===== src/rtl/adc_seq_pkg.sv =====
`timescale 1ns/1ps
package adc_seq_pkg;

   // Sequencer phases: idle, clock low, clock high, chip-select pause
   typedef enum logic [1:0] {
      ST_IDLE = 2'd0,
      ST_LOW  = 2'd1,
      ST_HIGH = 2'd2,
      ST_GAP  = 2'd3
   } seq_state_t;

   // Frame options latched at start
   typedef struct packed {
      logic temp;
      logic pause;
   } frame_opt_t;

endpackage


===== src/rtl/adc_seq_tick.sv =====
`timescale 1ns/1ps
// Half-period pacing: one tick every HALF_CYC cycles while run is high.
module adc_seq_tick #(
   parameter int HALF_CYC = 2
) (
   input  logic clk,
   input  logic rst_n,
   input  logic run,
   output logic tick
);
   localparam int CNT_W = (HALF_CYC > 1) ? $clog2(HALF_CYC) : 1;
   localparam logic [CNT_W-1:0] CNT_TOP = CNT_W'(HALF_CYC - 1);

   logic [CNT_W-1:0] cnt_q;

   always_ff @(posedge clk or negedge rst_n) begin
      if (!rst_n) begin
         cnt_q <= '0;
      end else if (!run || cnt_q == CNT_TOP) begin
         cnt_q <= '0;
      end else begin
         cnt_q <= cnt_q + 1'b1;
      end
   end

   assign tick = run && (cnt_q == CNT_TOP);

endmodule


===== src/rtl/adc_seq_shift.sv =====
`timescale 1ns/1ps
// Transmit and receive shift registers, MSB first.
module adc_seq_shift #(
   parameter int CMD_W = 8,
   parameter int RES_W = 16
) (
   input  logic             clk,
   input  logic             rst_n,
   input  logic             tx_load,
   input  logic [CMD_W-1:0] tx_val,
   input  logic             tx_shift,
   input  logic             rx_sample,
   input  logic             sdi,
   output logic             sdo,
   output logic [RES_W-1:0] rx_word
);
   logic [CMD_W-1:0] tx_q;
   logic [RES_W-1:0] rx_q;

   always_ff @(posedge clk or negedge rst_n) begin
      if (!rst_n) begin
         tx_q <= '0;
      end else if (tx_load) begin
         tx_q <= tx_val;
      end else if (tx_shift) begin
         tx_q <= {tx_q[CMD_W-2:0], 1'b0};
      end
   end

   always_ff @(posedge clk or negedge rst_n) begin
      if (!rst_n) begin
         rx_q <= '0;
      end else if (rx_sample) begin
         rx_q <= {rx_q[RES_W-2:0], sdi};
      end
   end

   assign sdo     = tx_q[CMD_W-1];
   assign rx_word = rx_q;

endmodule


===== src/rtl/adc_seq_ctrl.sv =====
`timescale 1ns/1ps
// Frame sequencing: clock phases, frame length, pause, chaining.
module adc_seq_ctrl
   import adc_seq_pkg::*;
#(
   parameter int CMD_W        = 8,
   parameter int VOLT_READ    = 16,
   parameter int TEMP_READ    = 192,
   parameter int REF_WAIT_CYC = 40
) (
   input  logic clk,
   input  logic rst_n,
   input  logic start,
   input  logic temp_req,
   input  logic pause_req,
   input  logic cont_req,
   input  logic tick,
   output logic cs_n,
   output logic sclk,
   output logic run,
   output logic tx_load,
   output logic tx_shift,
   output logic rx_sample,
   output logic take,
   output logic busy,
   output logic frame_temp
);
   localparam int POS_W = $clog2(CMD_W + TEMP_READ + 1);
   localparam int GAP_W = (REF_WAIT_CYC > 1) ? $clog2(REF_WAIT_CYC) : 1;
   localparam logic [POS_W-1:0] POS_CMD   = POS_W'(CMD_W);
   localparam logic [POS_W-1:0] POS_OVL   = POS_W'(VOLT_READ);
   localparam logic [POS_W-1:0] POS_VEND  = POS_W'(CMD_W + VOLT_READ);
   localparam logic [POS_W-1:0] POS_TEND  = POS_W'(CMD_W + TEMP_READ);
   localparam logic [GAP_W-1:0] GAP_TOP   = GAP_W'(REF_WAIT_CYC - 1);

   seq_state_t       state_q;
   frame_opt_t       opt_q;
   logic [POS_W-1:0] pos_q;
   logic [GAP_W-1:0] gap_q;
   logic             chain_q;
   logic             cs_n_q;
   logic             sclk_q;

   logic [POS_W-1:0] pos_nx;
   logic [POS_W-1:0] end_pos;
   logic             rise_ev;
   logic             fall_ev;
   logic             end_ev;
   logic             gap_ev;
   logic             ovl_ev;
   logic             accept;

   always_comb begin
      pos_nx  = pos_q + 1'b1;
      end_pos = opt_q.temp ? POS_TEND : POS_VEND;
      accept  = (state_q == ST_IDLE) && start;
      rise_ev = (state_q == ST_LOW)  && tick;
      fall_ev = (state_q == ST_HIGH) && tick;
      end_ev  = fall_ev && (pos_nx == end_pos);
      gap_ev  = fall_ev && opt_q.pause && (pos_nx == POS_CMD);
      ovl_ev  = fall_ev && !opt_q.temp && cont_req && (pos_nx == POS_OVL);
   end

   always_ff @(posedge clk or negedge rst_n) begin
      if (!rst_n) begin
         state_q <= ST_IDLE;
         opt_q   <= '0;
         pos_q   <= '0;
         gap_q   <= '0;
         chain_q <= 1'b0;
         cs_n_q  <= 1'b1;
         sclk_q  <= 1'b0;
      end else begin
         unique case (state_q)
            ST_IDLE: begin
               if (accept) begin
                  state_q    <= ST_LOW;
                  cs_n_q     <= 1'b0;
                  pos_q      <= '0;
                  chain_q    <= 1'b0;
                  opt_q.temp  <= temp_req;
                  opt_q.pause <= pause_req;
               end
            end
            ST_LOW: begin
               if (tick) begin
                  sclk_q  <= 1'b1;
                  state_q <= ST_HIGH;
               end
            end
            ST_HIGH: begin
               if (tick) begin
                  sclk_q <= 1'b0;
                  pos_q  <= pos_nx;
                  if (ovl_ev) begin
                     chain_q <= 1'b1;
                  end
                  if (end_ev) begin
                     if (chain_q) begin
                        pos_q       <= POS_CMD;
                        chain_q     <= 1'b0;
                        opt_q.pause <= 1'b0;
                        state_q     <= ST_LOW;
                     end else begin
                        cs_n_q  <= 1'b1;
                        state_q <= ST_IDLE;
                     end
                  end else if (gap_ev) begin
                     cs_n_q  <= 1'b1;
                     gap_q   <= '0;
                     state_q <= ST_GAP;
                  end else begin
                     state_q <= ST_LOW;
                  end
               end
            end
            ST_GAP: begin
               if (gap_q == GAP_TOP) begin
                  cs_n_q  <= 1'b0;
                  state_q <= ST_LOW;
               end else begin
                  gap_q <= gap_q + 1'b1;
               end
            end
            default: state_q <= ST_IDLE;
         endcase
      end
   end

   assign cs_n       = cs_n_q;
   assign sclk       = sclk_q;
   assign run        = (state_q == ST_LOW) || (state_q == ST_HIGH);
   assign tx_load    = accept || ovl_ev;
   assign tx_shift   = fall_ev;
   assign rx_sample  = rise_ev;
   assign take       = end_ev;
   assign busy       = (state_q != ST_IDLE);
   assign frame_temp = opt_q.temp;

endmodule


===== src/rtl/adc_conv_seq.sv =====
`timescale 1ns/1ps
// Serial ADC conversion sequencer, top level.
module adc_conv_seq #(
   parameter int HALF_CYC      = 2,
   parameter int CMD_W         = 8,
   parameter int RES_W         = 16,
   parameter int VOLT_READ     = 16,
   parameter int TEMP_READ     = 192,
   parameter int REF_WAIT_CYC  = 40,
   parameter int GAP_LIMIT_CYC = 60
) (
   input  logic             clk,
   input  logic             rst_n,
   input  logic             start_i,
   input  logic [CMD_W-1:0] cmd_i,
   input  logic             temp_i,
   input  logic             refwait_i,
   input  logic             cont_i,
   output logic             busy_o,
   output logic             res_valid_o,
   output logic [RES_W-1:0] res_data_o,
   output logic             res_temp_o,
   output logic             cs_n_o,
   output logic             sclk_o,
   output logic             din_o,
   input  logic             dout_i
);
   // Elaboration-time parameter checks
   generate
      if (HALF_CYC < 1) begin : g_bad_half
         $error("HALF_CYC must be at least 1");
      end
      if (CMD_W < 2) begin : g_bad_cmd
         $error("CMD_W must be at least 2");
      end
      if (VOLT_READ <= CMD_W) begin : g_bad_volt
         $error("VOLT_READ must exceed CMD_W for chained frames");
      end
      if (RES_W < 2 || RES_W > VOLT_READ || RES_W > TEMP_READ) begin : g_bad_res
         $error("RES_W must fit inside both read windows");
      end
      if (REF_WAIT_CYC < 1 || REF_WAIT_CYC >= GAP_LIMIT_CYC) begin : g_bad_wait
         $error("REF_WAIT_CYC must be positive and below GAP_LIMIT_CYC");
      end
   endgenerate

   logic             tick;
   logic             run;
   logic             tx_load;
   logic             tx_shift;
   logic             rx_sample;
   logic             take;
   logic             frame_temp;
   logic [RES_W-1:0] rx_word;

   adc_seq_tick #(
      .HALF_CYC (HALF_CYC)
   ) u_tick (
      .clk   (clk),
      .rst_n (rst_n),
      .run   (run),
      .tick  (tick)
   );

   adc_seq_ctrl #(
      .CMD_W        (CMD_W),
      .VOLT_READ    (VOLT_READ),
      .TEMP_READ    (TEMP_READ),
      .REF_WAIT_CYC (REF_WAIT_CYC)
   ) u_ctrl (
      .clk        (clk),
      .rst_n      (rst_n),
      .start      (start_i),
      .temp_req   (temp_i),
      .pause_req  (refwait_i),
      .cont_req   (cont_i),
      .tick       (tick),
      .cs_n       (cs_n_o),
      .sclk       (sclk_o),
      .run        (run),
      .tx_load    (tx_load),
      .tx_shift   (tx_shift),
      .rx_sample  (rx_sample),
      .take       (take),
      .busy       (busy_o),
      .frame_temp (frame_temp)
   );

   adc_seq_shift #(
      .CMD_W (CMD_W),
      .RES_W (RES_W)
   ) u_shift (
      .clk       (clk),
      .rst_n     (rst_n),
      .tx_load   (tx_load),
      .tx_val    (cmd_i),
      .tx_shift  (tx_shift),
      .rx_sample (rx_sample),
      .sdi       (dout_i),
      .sdo       (din_o),
      .rx_word   (rx_word)
   );

   always_ff @(posedge clk or negedge rst_n) begin
      if (!rst_n) begin
         res_valid_o <= 1'b0;
         res_data_o  <= '0;
         res_temp_o  <= 1'b0;
      end else begin
         res_valid_o <= take;
         if (take) begin
            res_data_o <= rx_word;
            res_temp_o <= frame_temp;
         end
      end
   end

endmodule


===== config.mk =====
export PLATFORM = sky130hd
export DESIGN_NAME = adc_conv_seq
export DESIGN_NICKNAME = d
export VERILOG_FILES = /design/src/rtl/adc_seq_pkg.sv /design/src/rtl/adc_seq_tick.sv /design/src/rtl/adc_seq_shift.sv /design/src/rtl/adc_seq_ctrl.sv /design/src/rtl/adc_conv_seq.sv
export SDC_FILE = /design/constraint.sdc
export NUM_CORES = 1
export LEC_CHECK = 0
export BUFFER_PORTS_ARGS = -buffer_cell sky130_fd_sc_hd__buf_2
export CELL_PAD_IN_SITES_DETAIL_PLACEMENT = 1
export CELL_PAD_IN_SITES_GLOBAL_PLACEMENT = 1
export CORE_ASPECT_RATIO = 2
export CORE_MARGIN = 1
export CORE_UTILIZATION = 30
export CTS_CLUSTER_SIZE = 25
export DETAILED_ROUTE_END_ITERATION = 7
export PLACE_DENSITY_LB_ADDON = 0.1
export SLEW_MARGIN = 25
export SYNTH_ARGS = -nofsm -noshare
export SYNTH_HDL_FRONTEND = slang
export SYNTH_HIERARCHICAL = 1
export SYNTH_SLANG_ARGS = --single-unit

===== constraint.sdc =====
create_clock -name clk -period 2.4 [get_ports clk]
set_input_delay 0.6 -clock clk [delete_from_list [all_inputs] [get_ports clk]]
set_output_delay 0.6 -clock clk [all_outputs]
set_load 0.02 [all_outputs]

### Word level (Yosys, flattened, before mapping)

Cells that the tools add are included.

| word-level totals | value |
|---|---|
| register bits after elaboration | 64 |
| bits of input ports | 15 |

| operators by class | value |
|---|---|
| add/sub/neg operators | 3 |
| equal/unequal tests | 18 |
| mux-type cells | 42 |
| reductions and logical operators | 29 |

Operators by type and width:

| kind | count |
|---|---|
| 2-to-1 mux 8 bit | 7 |
| 2-to-1 mux 6 bit | 4 |
| 2-to-1 mux 1 bit | 18 |
| one-hot mux 8 bit (2 select lines) | 1 |
| 2-to-1 mux 2 bit | 6 |
| != test 2 x 1 -> 1 bit, second input constant | 6 |
| one-hot mux 6 bit (2 select lines) | 1 |
| logical AND 1 bit | 10 |
| AND reduction 5 bit | 2 |
| nonzero test 2 bit | 5 |
| adder 8 x 1 -> 8 bit, second input constant | 1 |
| == test 8 x 4 -> 1 bit, second input constant | 1 |
| == test 8 x 5 -> 1 bit, second input constant | 1 |
| == test 8 bit | 1 |
| one-hot mux 2 bit (4 select lines) | 1 |
| adder 6 x 1 -> 6 bit, second input constant | 1 |
| == test 6 bit, second input constant | 1 |
| != test 2 bit, second input constant | 3 |
| one-hot mux 1 bit (2 select lines) | 3 |
| AND reduction 3 bit | 2 |
| AND reduction 6 bit | 1 |
| == test 2 bit, second input constant | 2 |
| AND reduction 4 bit | 1 |
| logical OR 1 bit | 3 |
| 9 further kinds | 10 |

### Depth between registers and ports, before layout

| logic depth | value |
|---|---|
| depth in word-level cells | 12 |
| mapped depth | 11 |

### Modules after synthesis

The synthesis kept the hierarchy.

Modules (own cells, without submodules):

| module | instances | cells each | area an instance (sq um) | seq. area each (sq um) |
|---|---|---|---|---|
| adc_seq_ctrl | 1 | 187 | 1610.3 | 526.8 |
| adc_seq_shift | 1 | 68 | 1008.5 | 600.6 |
| adc_conv_seq | 1 | 37 | 710.7 | 450.4 |
| adc_seq_tick | 1 | 3 | 41.3 | 25.0 |

### Worst setup path before layout

OpenSTA, ideal clock, no wires.

| timing | value |
|---|---|
| path type | reg2reg |
| start point | reg u_ctrl.state_q[0] |
| end point | reg res_data_o[10] |
| library setup time | 0.125 ns |
| data arrival time | 2.316 ns |
| required time | 2.275 ns |
| path slack | -0.041 ns |
| cell stages (with the launch flop) | 12 |
| cells stage by stage | dfrtp_1 > inv_1 > ha_1 > and2_2 > and2_1 > buf_2 > and3_1 > o2111ai_1 > a21oi_1 > buf_6 > buf_12 > mux2_4 |

| between the ends | value |
|---|---|
| cells in the longest elaborated chain, start to end | 5 |

Ends and longest elaborated chain:

| what | RTL line | RTL |
|---|---|---|
| start, declared | adc_seq_ctrl.sv:36 | `seq_state_t state_q;` |
| start signal, assigned | adc_seq_ctrl.sv:66 | `state_q <= ST_IDLE;` |
| start signal, assigned | adc_seq_ctrl.sv:77 | `state_q <= ST_LOW;` |
| start signal, assigned | adc_seq_ctrl.sv:88 | `state_q <= ST_HIGH;` |
| == test 2 x 1 -> 1 bit or == test 2 bit (tied branches) | adc_seq_ctrl.sv:132 | `assign run = (state_q == ST_LOW) \|\| (state_q == ST_HIGH);` |
| logical OR 1 bit (*) | adc_seq_ctrl.sv:132 |  |
| via run | adc_conv_seq.sv:48 | `logic run;` |
| logical AND 1 bit (*) | adc_seq_tick.sv:26 | `assign tick = run && (cnt_q == CNT_TOP);` |
| via tick | adc_conv_seq.sv:47 | `logic tick;` |
| logical AND 1 bit (*) | adc_seq_ctrl.sv:58 | `fall_ev = (state_q == ST_HIGH) && tick;` |
| via tx_shift | adc_conv_seq.sv:50 | `logic tx_shift;` |
| logical AND 1 bit (*) | adc_seq_ctrl.sv:59 | `end_ev = fall_ev && (pos_nx == end_pos);` |
| via take | adc_conv_seq.sv:52 | `logic take;` |
| end signal, assigned | adc_conv_seq.sv:112 | `res_data_o <= rx_word;` |
| end, declared | adc_conv_seq.sv:21 | `output logic [RES_W-1:0] res_data_o,` |

The timed path passes the listed nets; every way through them passes the cells marked *.
A chain may end at the register's enable or synchronous reset.

### Worst setup path after layout

| timing | value |
|---|---|
| start point | reg u_ctrl.state_q[1] |
| end point | reg res_data_o[1] |

Same word-level chain as after synthesis.

==> flow_summary_export.csv <==
group,metric,value,unit
clocking,clk_pin_slew_worst_paths,0.06,ns
setup_path,worst-path-max-fanout,4,
clocking,cts_inserted_buffers,9,
detailed_routing,viasPerCell,4.93,
detailed_routing,dr.pass1.iters,4,
clocking,h-tree-depth,3,
synthesis,synth-seq-cells,64,
cells_and_area,nFillCells,1234,
synthesis,synth_area_per_cell,11.4,µm²
synthesis,synth_ff_type,"dfrtp_1",
floorplan,die_h,152,µm
synthesis,async_flop_share,100,%
power,power.total,2.46,mW
synthesis,syn-num-nets,317,
cells_and_area,nNetsFinal,372,
timing,drv_slew,0,
clocking,cts.sinks,64,
setup_path,path_cells,"inv_2 -> ha_4 -> and2_2 -> and2_4 -> and3_4 -> o2111ai_4 -> a21oi_4 -> clkbuf_16 -> mux2_2",
min_path,hold_class,"in -> async",
detailed_routing,wl,8620,µm
synthesis,synth_area_leaders,"dfrtp_1 (47%), mux2_4 (8.9%), mux2_2 (5.0%)",
power,ir_drop,0.330,mV
timing,finClkSkew,0.00904,ns
clocking,insertion_delay,0.33,ns
global_route,grt_pass1_wl,13700,µm
setup_path,slowest_delay,0.37,ns
placement,placed_area,3770,µm²
cells_and_area,finalInstanceArea,4210,µm²
setup_path,critPathCaptureType,"flip-flop",
detailed_routing,drc,0,
timing,fmax,427,MHz
floorplan,coreArea,10900,µm²
synthesis,synth_edf_count,0,
placement,placed_cells,475,
timing,timing.final.hold_violations,0,
setup_path,arrival,2.56,ns
floorplan,num_rows,54,
setup_path,cp-start-kind,"flip-flop",
synthesis,yosysSeqAreaShare,47.6,%
clocking,clockBufferDepth,2,
outcome,outcome,"finished clean",
global_route,grt_pass1_vias,2619,
synthesis,yosys_warnings,6,
floorplan,ios,37,
placement,port_buffers,36,
detailed_routing,vias,2439,
floorplan,die_w,77.0,µm
setup_path,crit_required,2.62,ns
floorplan,die_area,11700,µm²
timing,worstMarginPinSlew,0.592,ns
flow_run,maxCapViolCount,0,
global_route,gr-total-overflow,0,
setup_path,slowest_stage,"dfrtp_1",
floorplan,start_util,30.8,%
power,power_density,584,nW/µm²
cells_and_area,final_cells,495,
detailed_routing,wl_per_cell,17.4,µm
placement,place_congestion,0.822,
global_route,groute.usage.overall,15.6,%
setup_path,critical_path_class,"reg -> reg",
timing,setup_violations,0,
power,leakagePower,1.96,nW
timing,post-route-period-util,97.5,%
cells_and_area,drive_above_1_share,38.3,%
synthesis,synth_top_area_share,46.8,%
synthesis,yosysTopAreaCell,"dfrtp_1",
global_route,antenna_found_initial,0,
clocking,cts_root_buf,"clkbuf_16",
detailed_routing,drt-initial-drc-count,91,
clocking,tritoncts,"built",
detailed_routing,ant_nets,0,
cells_and_area,areaGrowthSynthToFinish,24.8,%
synthesis,synth_cells,295,
synthesis,yosys.cell_types.count,56,
global_route,grt_max_degree,65,
placement,hpwlAfterDp,6070,µm
timing,relSlewSlack,60.5,%
timing,min_period,2.34,ns
cells_and_area,antenna_cells,0,
synthesis,syn_area,3370,µm²
metrics by stage:
| step | hold slack (ns) | worst slack, ns | util [%] | TNS, ns |
|---|---|---|---|---|
| detailed placement | 0.467 | -0.0278 | 34.5 | -0.134 |
| global placement | 0.471 | 0.0601 | 34.5 | 0 |
| finish | 0.280 | 0.0592 | 38.4 | 0 |
| floorplan | 0.304 | 0.0447 | - | 0 |
| global route | 0.304 | -0.0164 | 38.4 | -0.0798 |
| CTS | 0.291 | 0.0362 | 37.3 | 0 |
registers in the layout (all words and copies together), names as in the netlist:
| register | flops |
|---|---|
| u_tick/cnt_q | 1 |
| res_data_o | 16 |
| u_ctrl/gap_q | 6 |
| u_ctrl/frame_temp | 1 |
| u_ctrl/chain_q | 1 |
| u_ctrl/state_q | 2 |
| u_ctrl/opt_q | 1 |
| u_shift/tx_q | 8 |
| res_temp_o | 1 |
| res_valid_o | 1 |
| u_ctrl/pos_q | 8 |
| u_ctrl/cs_n | 1 |
| u_ctrl/sclk | 1 |
| u_shift/rx_word | 16 |
timing repair:
action | in CTS | in global routing
buffers inserted | 0 | 2
hold buffers | 0 | 0
endpoints found under the setup margin | 15 | 34
cloned | 0 | 2
resized for setup | 1 | 13
routing by layer:
layer  part of all wire, %  global-route usage [%]
met1                    37                    15.6
met2                    57                    29.2
met3                   2.5                    3.18
met4                   3.2                    8.33
met5                     0                       0
cell families after synthesis:
family,share of synthesized area [%]
flip-flops,47.6
XOR/XNOR,1.30
buffers and inverters,5.57
AND/OR/NAND/NOR,13.4
multiplexers,17.5
AO/OA/AOI/OAI,12.1
adder cells (fa/ha/maj),2.60
power breakdown:
group	internal [mW]	total, mW	switching, mW
Clock	0.814	1.34	0.521
Sequential	1.08	1.08	0.00118
Combinational	0.0135	0.0394	0.0259
synth_stat cells (3+ instances only):
master and n:
mux2i_1 12, buf_6 5, mux2_4 20, nand2_1 27
nor3_1 3, buf_2 6, ha_1 7, nand3_1 9
dfrtp_1 63, a211oi_2 3, nor2_1 13, o21a_1 3
nand2b_1 5, a21oi_1 10, nand4_1 6, nor2b_1 4
o21ai_0 20, inv_1 9, and3_1 3, mux2_2 15
clkbuf_1 3, and2_1 4, xor2_1 3
final timing paths:
path                       slack (ns)                   endpoint                          start  cells after the start
setup / recovery                 0.06  res_data_o[1]$_DFFE_PN0P_  u_ctrl/state_q[1]$_DFFE_PN0P_                      9
hold / removal                   0.28  res_data_o[4]$_DFFE_PN0P_                          rst_n                      2
setup reg to reg                 0.06  res_data_o[1]$_DFFE_PN0P_  u_ctrl/state_q[1]$_DFFE_PN0P_                      9
hold reg to reg                  0.48    u_ctrl/cs_n$_DFFE_PN1P_        u_ctrl/cs_n$_DFFE_PN1P_                      2
max in group asynchronous        1.79    u_ctrl/cs_n$_DFFE_PN1P_                          rst_n                      2
min in group clk                 0.48    u_ctrl/cs_n$_DFFE_PN1P_        u_ctrl/cs_n$_DFFE_PN1P_                      2
area by class of cell:
class	instances	area (µm²)	share of cell area (%)
flip-flops and latches	64	1600	38.1
clock inverters	7	78.8	1.87
repair buffers	63	447	10.6
clock buffers	9	225	5.35
well taps	140	175	4.16
inverters	9	33.8	0.803
multi-input cells	203	1640	39.1
layout by cell type (no fill, tap or decap), types with 4 or more instances in the layout:
cell type / count
clkbuf_16: 11
mux2_4: 20
nor2b_1: 4
nand4_1: 6
a21oi_1: 8
nand2b_1: 5
mux2_2: 15
o21ai_0: 19
mux2i_1: 12
ha_1: 6
dfrtp_1: 63
buf_4: 22
buf_2: 36
nand2_1: 27
nor2_1: 13
inv_1: 7
nand3_1: 9
critical path, delay by kind of cell, from the launching register on:
| family | cells | cell delay, ns |
|---|---|---|
| AND/OR/NAND/NOR | 3 | 0.53 |
| AO/OA/AOI/OAI | 2 | 0.44 |
| adder cells (fa/ha/maj) | 1 | 0.27 |
| flip-flops | 1 | 0.37 |
| buffers and inverters | 2 | 0.28 |
| multiplexers | 1 | 0.32 |
(Power assumes the default switching activity.)
